## src/rtl/mbox_irq.sv

```systemverilog
module mbox_irq #(
  parameter int ADDR_W = 13,
  parameter int DATA_W = 16
) (
  input  logic              clk,
  input  logic              rst_n,
  input  logic              l_en,
  input  logic              l_we,
  input  logic [ADDR_W-1:0] l_addr,
  input  logic [DATA_W-1:0] l_wdata,
  input  logic              l_busy,
  output logic [DATA_W-1:0] l_rdata,
  output logic              l_irq_n,
  input  logic              r_en,
  input  logic              r_we,
  input  logic [ADDR_W-1:0] r_addr,
  input  logic [DATA_W-1:0] r_wdata,
  input  logic              r_busy,
  output logic [DATA_W-1:0] r_rdata,
  output logic              r_irq_n
);

  localparam logic [ADDR_W-1:0] R_BOX = {ADDR_W{1'b1}};
  localparam logic [ADDR_W-1:0] L_BOX = {{(ADDR_W-1){1'b1}}, 1'b0};

  logic [DATA_W-1:0] l_box_q, r_box_q;
  logic              l_flag_q, r_flag_q;

  wire l_hit_l = (l_addr == L_BOX);
  wire l_hit_r = (l_addr == R_BOX);
  wire r_hit_l = (r_addr == L_BOX);
  wire r_hit_r = (r_addr == R_BOX);

  wire l_wr = l_en & l_we;
  wire l_rd = l_en & ~l_we;
  wire r_wr = r_en & r_we;
  wire r_rd = r_en & ~r_we;

  wire set_l = r_wr & r_hit_l & ~r_busy;
  wire clr_l = l_rd & l_hit_l & ~l_busy;
  wire set_r = l_wr & l_hit_r & ~l_busy;
  wire clr_r = r_rd & r_hit_r & ~r_busy;

  always_ff @(posedge clk or negedge rst_n) begin
    if (!rst_n) begin
      l_flag_q <= 1'b0;
      r_flag_q <= 1'b0;
    end else begin
      if (set_l)      l_flag_q <= 1'b1;
      else if (clr_l) l_flag_q <= 1'b0;
      if (set_r)      r_flag_q <= 1'b1;
      else if (clr_r) r_flag_q <= 1'b0;
    end
  end

  always_ff @(posedge clk or negedge rst_n) begin
    if (!rst_n) begin
      l_box_q <= '0;
      r_box_q <= '0;
    end else begin
      if (r_wr && r_hit_l)      l_box_q <= r_wdata;
      else if (l_wr && l_hit_l) l_box_q <= l_wdata;
      if (l_wr && l_hit_r)      r_box_q <= l_wdata;
      else if (r_wr && r_hit_r) r_box_q <= r_wdata;
    end
  end

  assign l_irq_n = ~l_flag_q;
  assign r_irq_n = ~r_flag_q;

  assign l_rdata = l_hit_r ? r_box_q : (l_hit_l ? l_box_q : '0);
  assign r_rdata = r_hit_r ? r_box_q : (r_hit_l ? l_box_q : '0);

  AST_RESET_IDLE: assert property (@(posedge clk) $rose(rst_n) |-> (l_irq_n && r_irq_n));
  AST_SET_RIGHT: assert property (@(posedge clk) disable iff (!rst_n)
    (l_en && l_we && l_addr == R_BOX && !l_busy) |=> !r_irq_n);
  AST_SET_LEFT: assert property (@(posedge clk) disable iff (!rst_n)
    (r_en && r_we && r_addr == L_BOX && !r_busy) |=> !l_irq_n);
  AST_CLR_LEFT: assert property (@(posedge clk) disable iff (!rst_n)
    (l_en && !l_we && l_addr == L_BOX && !l_busy && !(r_en && r_we && r_addr == L_BOX && !r_busy)) |=> l_irq_n);
  AST_HOLD_LEFT: assert property (@(posedge clk) disable iff (!rst_n)
    !(r_en && r_we && r_addr == L_BOX && !r_busy) && !(l_en && !l_we && l_addr == L_BOX && !l_busy)
    |=> $stable(l_irq_n));
  AST_HOLD_RIGHT: assert property (@(posedge clk) disable iff (!rst_n)
    !(l_en && l_we && l_addr == R_BOX && !l_busy) && !(r_en && !r_we && r_addr == R_BOX && !r_busy)
    |=> $stable(r_irq_n));

endmodule

```

## config.mk

```make
export PLATFORM = sky130hd
export DESIGN_NAME = mbox_irq
export DESIGN_NICKNAME = d
export VERILOG_FILES = /design/src/rtl/mbox_irq.sv
export SDC_FILE = /design/constraint.sdc
export NUM_CORES = 1
export LEC_CHECK = 0
export BUFFER_PORTS_ARGS = -buffer_cell sky130_fd_sc_hd__buf_2
export CAP_MARGIN = 20
export CORE_MARGIN = 3
export CORE_UTILIZATION = 42
export DETAILED_ROUTE_END_ITERATION = 6
export PLACE_DENSITY = 0.72
export SETUP_SLACK_MARGIN = 0.2
export SLEW_MARGIN = 20
export SYNTH_ARGS = -nofsm -noshare
export SYNTH_HDL_FRONTEND = slang
export SYNTH_SLANG_ARGS = --single-unit
```

## constraint.sdc

```tcl
create_clock -name clk -period 3 [get_ports clk]
set_input_delay 0.3 -clock clk [delete_from_list [all_inputs] [get_ports clk]]
set_output_delay 0.3 -clock clk [all_outputs]
set_load 0.01 [all_outputs]
```

After elaboration in Yosys (flattened, before gate mapping)
Index checks and enable logic that the tools add are counted.
- output and inout port bits: 34
- flip-flop bits (word level): 34
- input bits: 66
- logic and storage cells: 46
- multiplexer cells: 12
- reduce and logical (&&, ||, !) cells: 8
- equal/unequal tests: 4
- bitwise operators: 18
- operators by type and width (operator ; number):
    16-bit 2-to-1 mux ; 8
    13-bit equality test (second input constant) ; 4
    1-bit bitwise AND ; 12
    2-bit nonzero test ; 4
    1-bit NOT ; 6
    1-bit logical AND ; 4
    1-bit 2-to-1 mux ; 4

Logic depth before layout (Yosys ltp)
- word-level depth: 6
- depth in mapped cells: 6
- mapped depth without buffers: 4

Least setup slack after synthesis
No wires, ideal clock.
- path kind: input port to flip-flop
- start: input port l_addr[10]
- end: register l_box_q[0]
- path buffers: 1
- path slack: 1.156 ns
- required time: 2.875 ns
- stages on the path: 5
- arrival time: 1.719 ns
- path through: nand3_1 nor4_4 buf_6 mux2_2 mux2_4
- cells in the longest elaborated chain, start to end: 3
- RTL lines (item ; line ; source):
    start, declared ; 9 ; input logic [ADDR_W-1:0] l_addr,
    13-bit equality test ; 29 ; wire l_hit_l = (l_addr == L_BOX);
    1-bit logical AND ; 62 ; else if (l_wr && l_hit_l) l_box_q <= l_wdata;
    2-bit nonzero test (no source line) ; n/a ;
    end signal, assigned ; 61 ; if (r_wr && r_hit_l) l_box_q <= r_wdata;
    end signal, assigned ; 62 ;
    end, declared ; 26 ; logic [DATA_W-1:0] l_box_q, r_box_q;
No other way between the ends.
A chain may end at the register's enable or synchronous reset.

Worst setup path in the final report
- start: input port l_addr[9]
- end: output port l_rdata[6]
- cells in the longest elaborated chain, start to end: 3
- RTL lines (item ; line ; source):
    13-bit equality test ; 29 ;
    16-bit 2-to-1 mux ; 71 ; assign l_rdata = l_hit_r ? r_box_q : (l_hit_l ? l_box_q : '0);
    16-bit 2-to-1 mux (*) ; 71 ;
    end, declared ; 12 ; output logic [DATA_W-1:0] l_rdata,
Mark *: on every way between the ends. The rest lies on a longest branch, timed or not.

==> flow_summary.ini <==
[global_routing]
grt_overflow = 0
global_route.usage.met1_pct = 24.0
global_route.usage.total_pct = 18.9
grt_pass1_wl_um = 9330
groute.layer.met2.usage_pct = 32.0
global_route.usage.met3_pct = 5.27
first_global_vias = 1932
grt_start_max_net_pins = 35
grt_most_used_layer = met2
antenna_found_initial = 0

[logic_synthesis]
synth.cell_area_sq_mm = 0.00232
synthesis.nets = 239
yosys_warnings = 0
netlist-cell-type-count = 26
synth_most_common_cell = sky130_fd_sc_hd__mux2_2
synth_cell_count_leaders = sky130_fd_sc_hd__mux2_2, sky130_fd_sc_hd__dfrtp_1, sky130_fd_sc_hd__a22o_1
ys_async_sr_fraction_pct = 100
synth_top_area_share_pct = 36.7
ys_top_cells_by_area = sky130_fd_sc_hd__dfrtp_1, sky130_fd_sc_hd__mux2_2, sky130_fd_sc_hd__a22o_1, sky130_fd_sc_hd__mux2_4, sky130_fd_sc_hd__nor4_4
synth_largest_area_cell = sky130_fd_sc_hd__dfrtp_1
postSynthCellCount = 173
synth-edff-count = 0
synth-seq-area-share_pct = 36.7
yosys_register_bits = 34
avgSynthCellArea_sq_um = 13.4
synth_flop_cell = sky130_fd_sc_hd__dfrtp_1

[final_layout]
area_delta_synth_final_pct = 26.9
num-nets-final = 339
multiInputGateArea_sq_mm = 0.00138
sequential_cell_area_sq_um = 851
antenna-diode-count = 0
final.fill_count = 454
final_layout_size_suffix_gt1_share_pct = 67.2

[place]
dp.final_hpwl_um = 4190
gpl.final_weighted_congestion = 0.712
buffer_ports.inserted = 99

[routing]
drt_pass1_iterations = 4
vias_per_cell = 5.44
wirelength_um = 5680
detail_route.iter0.violations = 40
post_drt_wl_per_cell_um = 16.5
vias = 1872
route.detailed.drc = 0
final_antenna_net_count = 0

[timing]
layout_min_cycle_time_ns = 2.31
timing.final.max_slew_violations = 0
tns_ns = 0
final_worst_clock_skew_ns = 0
maxClockFrequency_ghz = 0.433
final.period_utilization_pct = 77.0
holdWs_ns = 0.0869
report.final.hold_viol_count = 0
worst_slew_pin_slew_ns = 0.755
rsz0062_at_grt = no
timing.final.setup_violations = 0
slew_headroom_pct = 49.7

[clocking]
clk_pin_slew_worst_paths_ns = 0.07
clk_path_buf_depth = 2
tritoncts_num_sinks = 34
cts.htree.levels = 2
ctsHoldBuffers = 0
cts_setup_buffers = 0
clock_insertion_delay_worst_skew_ns = 0.28
clock_tree_from_tritoncts = done
cts_buffers = 5
cts_resized = 0
cts_root_buf = sky130_fd_sc_hd__clkbuf_8

[floorplan]
core-area_sq_mm = 0.00524
die_footprint_sq_mm = 0.00645
core.rowCount = 26
floorplan.io_pins = 100
die-width_um = 80.3
initial_core_util_pct = 44.3
die-height_um = 80.3

[power]
powerDensity_mw_per_mm2 = 300
vdd_drop_max_v = 0.000235
power_leakage_nw = 1.64

[status]
run_status = finished clean

[critical_path]
timing_worst_setup_path_type = in2out
worst-path-max-fanout = 9
timing.critical_path.from_type = primary input
timing.critical_path.arrival_ns = 2.01
required_ns = 2.70
worstSetupEndpointType = output pin

[hold_path]
worst_hold_check_path_type = in2async

[run]
cap_violations = 0
[cell usage in the layout (no fill, tap or decap), drive strengths merged, types with 2 or more instances in the layout]
cell type	count
nand2	3
nand3	4
dfrtp	34
buf	104
nor4	4
a22o	32
mux2	64
and2	2
o22ai	2
inv	2
nand4b	2
clkbuf	7
nand4	6
nor2	3
[power by group]
group          leakage (nW)  switching [W]  internal, W
Sequential            0.465    0.000000890     0.000459
Clock                0.0482       0.000157     0.000185
Combinational          1.13      0.0000433    0.0000375
Total                  1.64       0.000201     0.000682
[state kept, by name, summed over array words and instances, names as in the netlist]
name	cells
r_flag_q	1
l_flag_q	1
r_box_q	16
l_box_q	16
[final cells by class]
class	count	area share [%]
Clock inverter	1	0.170
Inverter	2	0.255
Clock buffer	7	2.93
Sequential cell	34	28.9
Multi-Input combinational cell	126	46.7
Tap cell	70	2.97
Timing Repair Buffer	104	18.1
[logic make-up after synthesis]
group,after synthesis,synth area share [%]
AND/OR/NAND/NOR,28,12.7
AO/OA/AOI/OAI,34,12.6
flip-flops,34,36.7
buffers and inverters,13,4.10
multiplexers,64,34.0
[through the flow]
stage          instances  power (W)  setup slack, ns  utilization (%)  instance area (sq um)
6_report             344   0.000883            0.689             56.2                   2950
5_1_grt              344   0.000927            0.548             56.2                   2950
4_1_cts              344   0.000894            0.687             56.2                   2950
3_5_place_dp         336   0.000551            0.683             54.5                   2850
3_3_place_gp         336   0.000549            0.694             54.5                   2850
2_1_floorplan        173   0.000483             1.16                -                   2320
[critical path, cell delays in order]
cell and delay [ns]:
sky130_fd_sc_hd__buf_2 0.08, sky130_fd_sc_hd__nand3_1 0.19, sky130_fd_sc_hd__nor4_4 0.38, sky130_fd_sc_hd__and2_0 0.48, sky130_fd_sc_hd__buf_4 0.28, sky130_fd_sc_hd__a22o_1 0.17
sky130_fd_sc_hd__buf_2 0.13
[per-layer routing]
| layer | vias to the layer above | part of all wire, % |
|---|---|---|
| li1 | 882 | - |
| met2 | 71 | 48 |
| met3 | 5 | 7.2 |
| met5 | - | 0 |
| met4 | 0 | 0.67 |
| met1 | 914 | 45 |
[final timing paths]
path | cells after the start | startpoint | slack, ns | end
min reg2reg | 2 | r_flag_q | 0.51 | r_flag_q
min in group clk | 2 | r_busy | 0.24 | l_flag_q
max | 7 | l_addr[9] | 0.69 | l_rdata[6]
max in group asynchronous | 1 | rst_n | 2.43 | l_box_q[6]
max reg2reg | 2 | l_box_q[15] | 1.94 | l_box_q[15]
min | 1 | rst_n | 0.09 | l_box_q[4]
Note: power is estimated with default switching activity, not from simulation.
